`src/rtl/drive_bay_pkg.sv`:
```
package drive_bay_pkg;

  // Strobes passed from the decoder to the register datapath
  typedef struct packed {
    logic faultWr;    // write fault register
    logic powerWr;    // write power register
    logic faultRd;    // fault register selected for read
    logic powerRd;    // power register selected for read
    logic clearFault; // any reset clears indicators
    logic loadPower;  // cold reset loads presence
  } bayStrobesT;

endpackage

```
`src/rtl/drive_bay_ctrl.sv`:
```
module drive_bay_ctrl
  import drive_bay_pkg::*;
#(
  parameter int ADDR_W       = 16,
  parameter int OFFSET_W     = 8,
  parameter int REGION_W     = 3,
  parameter logic [ADDR_W-1:0] WINDOW_BASE = 16'hF800,
  parameter int FAULT_REGION = 0,
  parameter int POWER_REGION = 1
) (
  input  logic              coldRst,
  input  logic              warmRst,
  input  logic [ADDR_W-1:0] addr,
  input  logic              wrEn,
  input  logic              rdEn,
  output bayStrobesT        strobes
);

  localparam int TAG_LSB = OFFSET_W + REGION_W;

  logic                inWindow;
  logic [REGION_W-1:0] regionIdx;
  logic                anyRst;
  logic                hitFault;
  logic                hitPower;
  logic                unusedOffset;

  // The low offset bits are not decoded, so every byte of a region aliases.
  assign unusedOffset = ^addr[OFFSET_W-1:0];

  assign inWindow  = (addr[ADDR_W-1:TAG_LSB] == WINDOW_BASE[ADDR_W-1:TAG_LSB]);
  assign regionIdx = addr[TAG_LSB-1:OFFSET_W];
  assign anyRst    = coldRst | warmRst;

  assign hitFault = inWindow && (regionIdx == REGION_W'(FAULT_REGION));
  assign hitPower = inWindow && (regionIdx == REGION_W'(POWER_REGION));

  always_comb begin
    strobes            = '0;
    strobes.faultWr    = wrEn && hitFault && !anyRst;
    strobes.powerWr    = wrEn && hitPower && !anyRst;
    strobes.faultRd    = rdEn && hitFault;
    strobes.powerRd    = rdEn && hitPower;
    strobes.clearFault = anyRst;
    strobes.loadPower  = coldRst;
  end

  // no register write strobe may fire while a reset is held
  always_comb begin
    if (anyRst) begin
      a_r6_no_write_in_reset: assert (!strobes.faultWr && !strobes.powerWr);
    end
  end

endmodule

```
`src/rtl/drive_bay_dp.sv`:
```
module drive_bay_dp
  import drive_bay_pkg::*;
#(
  parameter int DATA_W     = 8,
  parameter int NUM_DRIVES = 2
) (
  input  logic                  clk,
  input  logic                  coldRst,
  input  logic                  warmRst,
  input  bayStrobesT            strobes,
  input  logic [DATA_W-1:0]     wrData,
  input  logic [NUM_DRIVES-1:0] drivePresent,
  output logic [DATA_W-1:0]     rdData,
  output logic [NUM_DRIVES-1:0] faultLed,
  output logic [NUM_DRIVES-1:0] drivePower
);

  logic [NUM_DRIVES-1:0] faultQ;
  logic [NUM_DRIVES-1:0] powerQ;
  logic                  unusedHighData;

  assign unusedHighData = ^wrData[DATA_W-1:NUM_DRIVES];

  // One flop pair per drive bay
  for (genvar d = 0; d < NUM_DRIVES; d++) begin : g_bay
    always_ff @(posedge clk) begin
      if (strobes.clearFault)   faultQ[d] <= 1'b0;
      else if (strobes.faultWr) faultQ[d] <= wrData[d];

      if (strobes.loadPower)    powerQ[d] <= drivePresent[d];
      else if (strobes.powerWr) powerQ[d] <= wrData[d];
    end
  end

  always_comb begin
    rdData = '0;
    if (strobes.faultRd)      rdData[NUM_DRIVES-1:0] = faultQ;
    else if (strobes.powerRd) rdData[NUM_DRIVES-1:0] = powerQ;
  end

  assign faultLed   = faultQ;
  assign drivePower = powerQ;

  // reserved read bits stay zero
  a_r4_reserved_zero: assert property (@(posedge clk) disable iff (coldRst)
    rdData[DATA_W-1:NUM_DRIVES] == '0);

  // warm reset does not disturb drive power
  a_r5_warm_keeps_power: assert property (@(posedge clk) disable iff (coldRst)
    warmRst |=> $stable(drivePower));

  // warm reset clears the indicators
  a_r6_warm_clears_fault: assert property (@(posedge clk) disable iff (coldRst)
    warmRst |=> (faultLed == '0));

  // leaving cold reset, power equals the last presence value sampled
  a_r7_cold_loads_power: assert property (@(posedge clk) disable iff (warmRst)
    $fell(coldRst) |-> (drivePower == $past(drivePresent)));

  // a decoded fault write lands on the next edge
  a_r3_fault_write: assert property (@(posedge clk) disable iff (coldRst || warmRst)
    strobes.faultWr |=> (faultLed == $past(wrData[NUM_DRIVES-1:0])));

endmodule

```
`src/rtl/drive_bay_regs.sv`:
```
module drive_bay_regs
  import drive_bay_pkg::*;
#(
  parameter int ADDR_W       = 16,
  parameter int DATA_W       = 8,
  parameter int NUM_DRIVES   = 2,
  parameter int OFFSET_W     = 8,
  parameter int REGION_W     = 3,
  parameter logic [ADDR_W-1:0] WINDOW_BASE = 16'hF800,
  parameter int FAULT_REGION = 0,
  parameter int POWER_REGION = 1
) (
  input  logic                  clk,
  input  logic                  coldRst,
  input  logic                  warmRst,
  input  logic [ADDR_W-1:0]     addr,
  input  logic                  wrEn,
  input  logic [DATA_W-1:0]     wrData,
  input  logic                  rdEn,
  output logic [DATA_W-1:0]     rdData,
  input  logic [NUM_DRIVES-1:0] drivePresent,
  output logic [NUM_DRIVES-1:0] faultLed,
  output logic [NUM_DRIVES-1:0] drivePower
);

  bayStrobesT strobes;

  drive_bay_ctrl #(
    .ADDR_W(ADDR_W), .OFFSET_W(OFFSET_W), .REGION_W(REGION_W),
    .WINDOW_BASE(WINDOW_BASE), .FAULT_REGION(FAULT_REGION),
    .POWER_REGION(POWER_REGION)
  ) uCtrl (
    .coldRst(coldRst), .warmRst(warmRst), .addr(addr),
    .wrEn(wrEn), .rdEn(rdEn), .strobes(strobes)
  );

  drive_bay_dp #(
    .DATA_W(DATA_W), .NUM_DRIVES(NUM_DRIVES)
  ) uDp (
    .clk(clk), .coldRst(coldRst), .warmRst(warmRst), .strobes(strobes),
    .wrData(wrData), .drivePresent(drivePresent), .rdData(rdData),
    .faultLed(faultLed), .drivePower(drivePower)
  );

  // a read that selects no implemented register returns zero
  a_r8_miss_reads_zero: assert property (@(posedge clk) disable iff (coldRst)
    !(strobes.faultRd || strobes.powerRd) |-> (rdData == '0));

endmodule

```
`config.mk`:
```
export PLATFORM = sky130hd
export DESIGN_NAME = drive_bay_regs
export DESIGN_NICKNAME = d
export VERILOG_FILES = /design/src/rtl/drive_bay_pkg.sv /design/src/rtl/drive_bay_ctrl.sv /design/src/rtl/drive_bay_dp.sv /design/src/rtl/drive_bay_regs.sv
export SDC_FILE = /design/constraint.sdc
export NUM_CORES = 1
export LEC_CHECK = 0
export BUFFER_PORTS_ARGS = -buffer_cell sky130_fd_sc_hd__buf_2
export CAP_MARGIN = 25
export CORE_AREA = 2 2 39 41
export DETAILED_ROUTE_END_ITERATION = 8
export DIE_AREA = 0 0 41 43
export GPL_ROUTABILITY_DRIVEN = 0
export SETUP_SLACK_MARGIN = 0.15
export SYNTH_ARGS = -nofsm -noshare
export SYNTH_HDL_FRONTEND = slang
export SYNTH_SLANG_ARGS = --single-unit
```
`constraint.sdc`:
```
create_clock -name clk -period 3 [get_ports clk]
set_clock_uncertainty 0.1 [all_clocks]
set_input_delay 0.3 -clock clk [delete_from_list [all_inputs] [get_ports clk]]
set_output_delay 0.3 -clock clk [all_outputs]
set_load 0.05 [all_outputs]
```
# After elaboration in Yosys (flattened, before gate mapping)
# Index checks and enable logic that the tools add are counted.
# totals
out_inout_bits,12
regBits,4
inputBits,31
# classes
n_eq_ne,2
n_bitwise,1
n_reduce_logical,11
n_mux,6
# ops
op,n
logical AND 1 bit,8
"== test 5 bit, second input constant",1
2-to-1 mux 1 bit,4
2-to-1 mux 2 bit,2
"== test 3 x 1 -> 1 bit, second input constant",1
zero test 3 bit,1
nonzero test 2 bit,1
zero test 1 bit,1
OR 1 bit,1

# Longest topological paths before layout
# depth
ltp_word,6
mapped_depth,3
depth_no_buf,3

# Cells and area by module
# From an unflattened synthesis, not the netlist that was laid out.
# unflattened
hier_cells,37
hier_area_um2,320.3
# by_module_without_submodules
mod,instances,cells_each,area_per_inst_um2,seq_area_each_um2
drive_bay_dp,1,24,237.7,100.1
drive_bay_ctrl,1,13,82.6,0.0

# Worst setup path before layout
# No wires, ideal clock.
# synth_timing
kind,flip-flop to output port
start,register uDp.powerQ[0] (netlist: uDp.drivePower[0])
end,output rdData[0]
slack_ps,1174
path_stages_with_launch,3
arrival_time_ps,1426
path_cell_list,edfxtp_1 -> mux2i_1 -> nor2_1
# synth_between
elab_chain_cells,2
# synth_lines
element,line_no,source
from (decl),drive_bay_dp.sv:19,logic [NUM_DRIVES-1:0] powerQ;
"from (signal, indexed assignment)",drive_bay_dp.sv:30,if (strobes.loadPower) powerQ[d] <= drivePresent[d];
"from (signal, indexed assignment)",drive_bay_dp.sv:31,else if (strobes.powerWr) powerQ[d] <= wrData[d];
2-to-1 mux 2 bit,drive_bay_dp.sv:38,else if (strobes.powerRd) rdData[NUM_DRIVES-1:0] = powerQ;
2-to-1 mux 2 bit,drive_bay_dp.sv:37,if (strobes.faultRd) rdData[NUM_DRIVES-1:0] = faultQ;
to (decl),drive_bay_regs.sv:20,"output logic [DATA_W-1:0] rdData,"
# No other way between the ends.

# Worst setup path after layout
# layout_timing
start,input addr[10]
end,output rdData[0]
# layout_between
elab_chain_cells,5
# layout_lines
element,line_no,source
from (decl),drive_bay_regs.sv:16,"input logic [ADDR_W-1:0] addr,"
== test 3 x 1 -> 1 bit,drive_bay_ctrl.sv:36,assign hitPower = inWindow && (regionIdx == REGION_W'(POWER_REGION));
logical AND 1 bit,drive_bay_ctrl.sv:36,
logical AND 1 bit,drive_bay_ctrl.sv:43,strobes.powerRd = rdEn && hitPower;
2-to-1 mux 2 bit,drive_bay_dp.sv:38,
2-to-1 mux 2 bit (*),drive_bay_dp.sv:37,
# Mark *: on every way between the ends. The rest lies on a longest branch, timed or not.

==> results_dict.tcl <==
set metrics [dict create \
    status "finished clean" \
    hold_buffers 0 \
    max_freq_mhz 654.5 \
    syn-cell-area_sq_um 297.8 \
    numClockSinks 4 \
    fin_crit_sh_pct 50.93 \
    rows 14 \
    yosys_warnings 0 \
    dr_total_vias 280 \
    ir_drop_uv 180.0 \
    final_cell_mix "buf_2, conb_1, mux2_2" \
    crit_slowest_cell "and4bb_2" \
    syn_to_final_growth_pct 43.70 \
    io_pins 43 \
    viasPerCell 4.000 \
    routed_wl_um 631 \
    cpPeakStageDelay_ns 0.30 \
    dp_cells 66 \
    antenna_found_initial 0 \
    cts_buffer_depth 2 \
    cp.required_ns 2.60 \
    syn_area_per_cell_sq_um 10.27 \
    htree_num_levels 1 \
    die-area_sq_um 1763 \
    max-cap-violations 0 \
    hp-class "in2reg" \
    yosys-top-cells-area "edfxtp_1, buf_4, mux2_2, dfxtp_1, mux2i_1" \
    ys_seq_area_share_pct 33.61 \
    num-fill-cells 158 \
    ys_ff_latch 4 \
    wl_per_cell_um 9.014 \
    slew_violations 0 \
    portBuffers 22 \
    cpMostUsedCell "buf_2" \
    chipHeight_um 43 \
    power.density_nw_per_um2 426.8 \
    critPathMaxFanout 3 \
    drt_iter0_markers 0 \
    cts_made_buffers 3 \
    p_leak_nw 0.2196 \
    drcViolationCount 0 \
    grt_pass1_vias 250 \
    drive_gt1_share_pct 59.26 \
    gr-total-overflow 0 \
    rsz0062_at_grt "false" \
    cts-root-buf "clkbuf_4" \
    instances_no_fill 70 \
    cp_data_arrival_time_ns 1.13 \
    syn_inst 29 \
    critPathKind "in2out" \
    synth_top_area_cell "edfxtp_1" \
    netlist.area_leader.share_pct 20.17 \
    core_region_area_sq_um 1384 \
    setup_viol 0 \
    setup_tns_ns 0 \
    finalNetCount 86 \
    start_util_pct 21.52 \
    ant_nets 0 \
    crit_chain "buf_2, and4bb_2, nand2_1, nor2_1, buf_2" \
    multi_input_area_sq_um 171.4 \
    critPathLaunchType "input port" \
    final_common_cell "buf_2" \
    grt_use_total_pct 8.342 \
    regArea_sq_um 100.1 \
    grt_start_max_net_pins 7 \
    clk_pin_slew_ns 0.04 \
    insertion_delay_ns 0.23 \
    cts_setup_buffers 0 \
    endpoint_kind "output pin" \
    cts_tree "yes" \
    firstDrtPassIters 1 \
    fin_crit_ns 1.528 \
    synth_cell_type_count 16 \
    grt_pass1_wl_um 972 \
    die_x_um 41 \
    diodes 0 \
    postCtsResizedCells 0 \
    hold_viol_final 0 \
]
## synthesized netlist by cell type
library cell  number
and3_2             1
nor2b_1            1
nor3b_1            2
nand2_1            1
nor3_1             1
dfxtp_1            2
edfxtp_1           2
mux2i_1            2
mux2_2             4
and4_1             1
nand4_1            1
conb_1             1
nor2_1             2
and4bb_2           1
a41o_2             1
buf_4              6
## final cells by class
type / instances / share of cell area [%]
Sequential cell: 4 / 23.39
Multi-Input combinational cell: 24 / 40.06
Timing Repair Buffer: 22 / 25.73
Clock buffer: 4 / 6.140
Tap cell: 16 / 4.678
## worst max-delay path: cells and delay by family
family	cells	cell delay (ns)
buffers and inverters	2	0.35
and+or+nand+nor	3	0.47
## report_power, final
part           total, mW  internal (mW)  leakage, nW  switching, mW
logic             0.0486         0.0144        0.169         0.0342
registers         0.0619         0.0608       0.0357        0.00112
clock network     0.0722         0.0499       0.0150         0.0222
## worst paths after layout
kind                                                      to  slack [ns]  cells after the start                    startpoint
worst min-delay path            uDp.faultLed[0]$_SDFFE_PP0P_        0.22                      2                     wrData[0]
worst max-delay path                               rdData[0]        1.47                      5                      addr[10]
worst min register to register  uDp.faultLed[1]$_SDFFE_PP0P_        0.59                      2  uDp.faultLed[1]$_SDFFE_PP0P_
worst max register to register  uDp.faultLed[1]$_SDFFE_PP0P_        2.10                      2  uDp.faultLed[1]$_SDFFE_PP0P_
## per-layer routing
metal  vias up  global-route usage [%]  part of all wire [%]
li1        146                       -                     -
met1       117                   9.032                    37
met3         0                   3.141                    12
met4         0                   6.000                     0
met5         -                       0                     0
met2        17                   12.50                    51
## state kept, by name (all words and copies together) (netlist names)
signal	count
uDp.drivePower	2
uDp.faultLed	2
## through the flow
stage	setup WS (ns)	area, sq um	hold WS [ns]	total power [mW]	utilization [%]
final	1.472	427.9	0.2161	0.1826	30.92
after global routing	1.361	427.9	0.2205	0.1969	30.92
after CTS	1.458	427.9	0.2071	0.1875	30.92
after detailed placement	1.459	401.6	0.4513	0.1117	29.02
after global placement	1.465	401.6	0.4462	0.1109	29.02
after floorplan	1.174	316.6	0.3444	0.1017	-
## cell families after synthesis
family	after synthesis	synth area share (%)
AOI/OAI and AO/OA	1	3.781
buffers and inverters	6	15.12
DFF	4	33.61
muxes	6	21.85
other	1	1.259
and+or+nand+nor	11	24.37
Power figures use the tool's default switching activity.
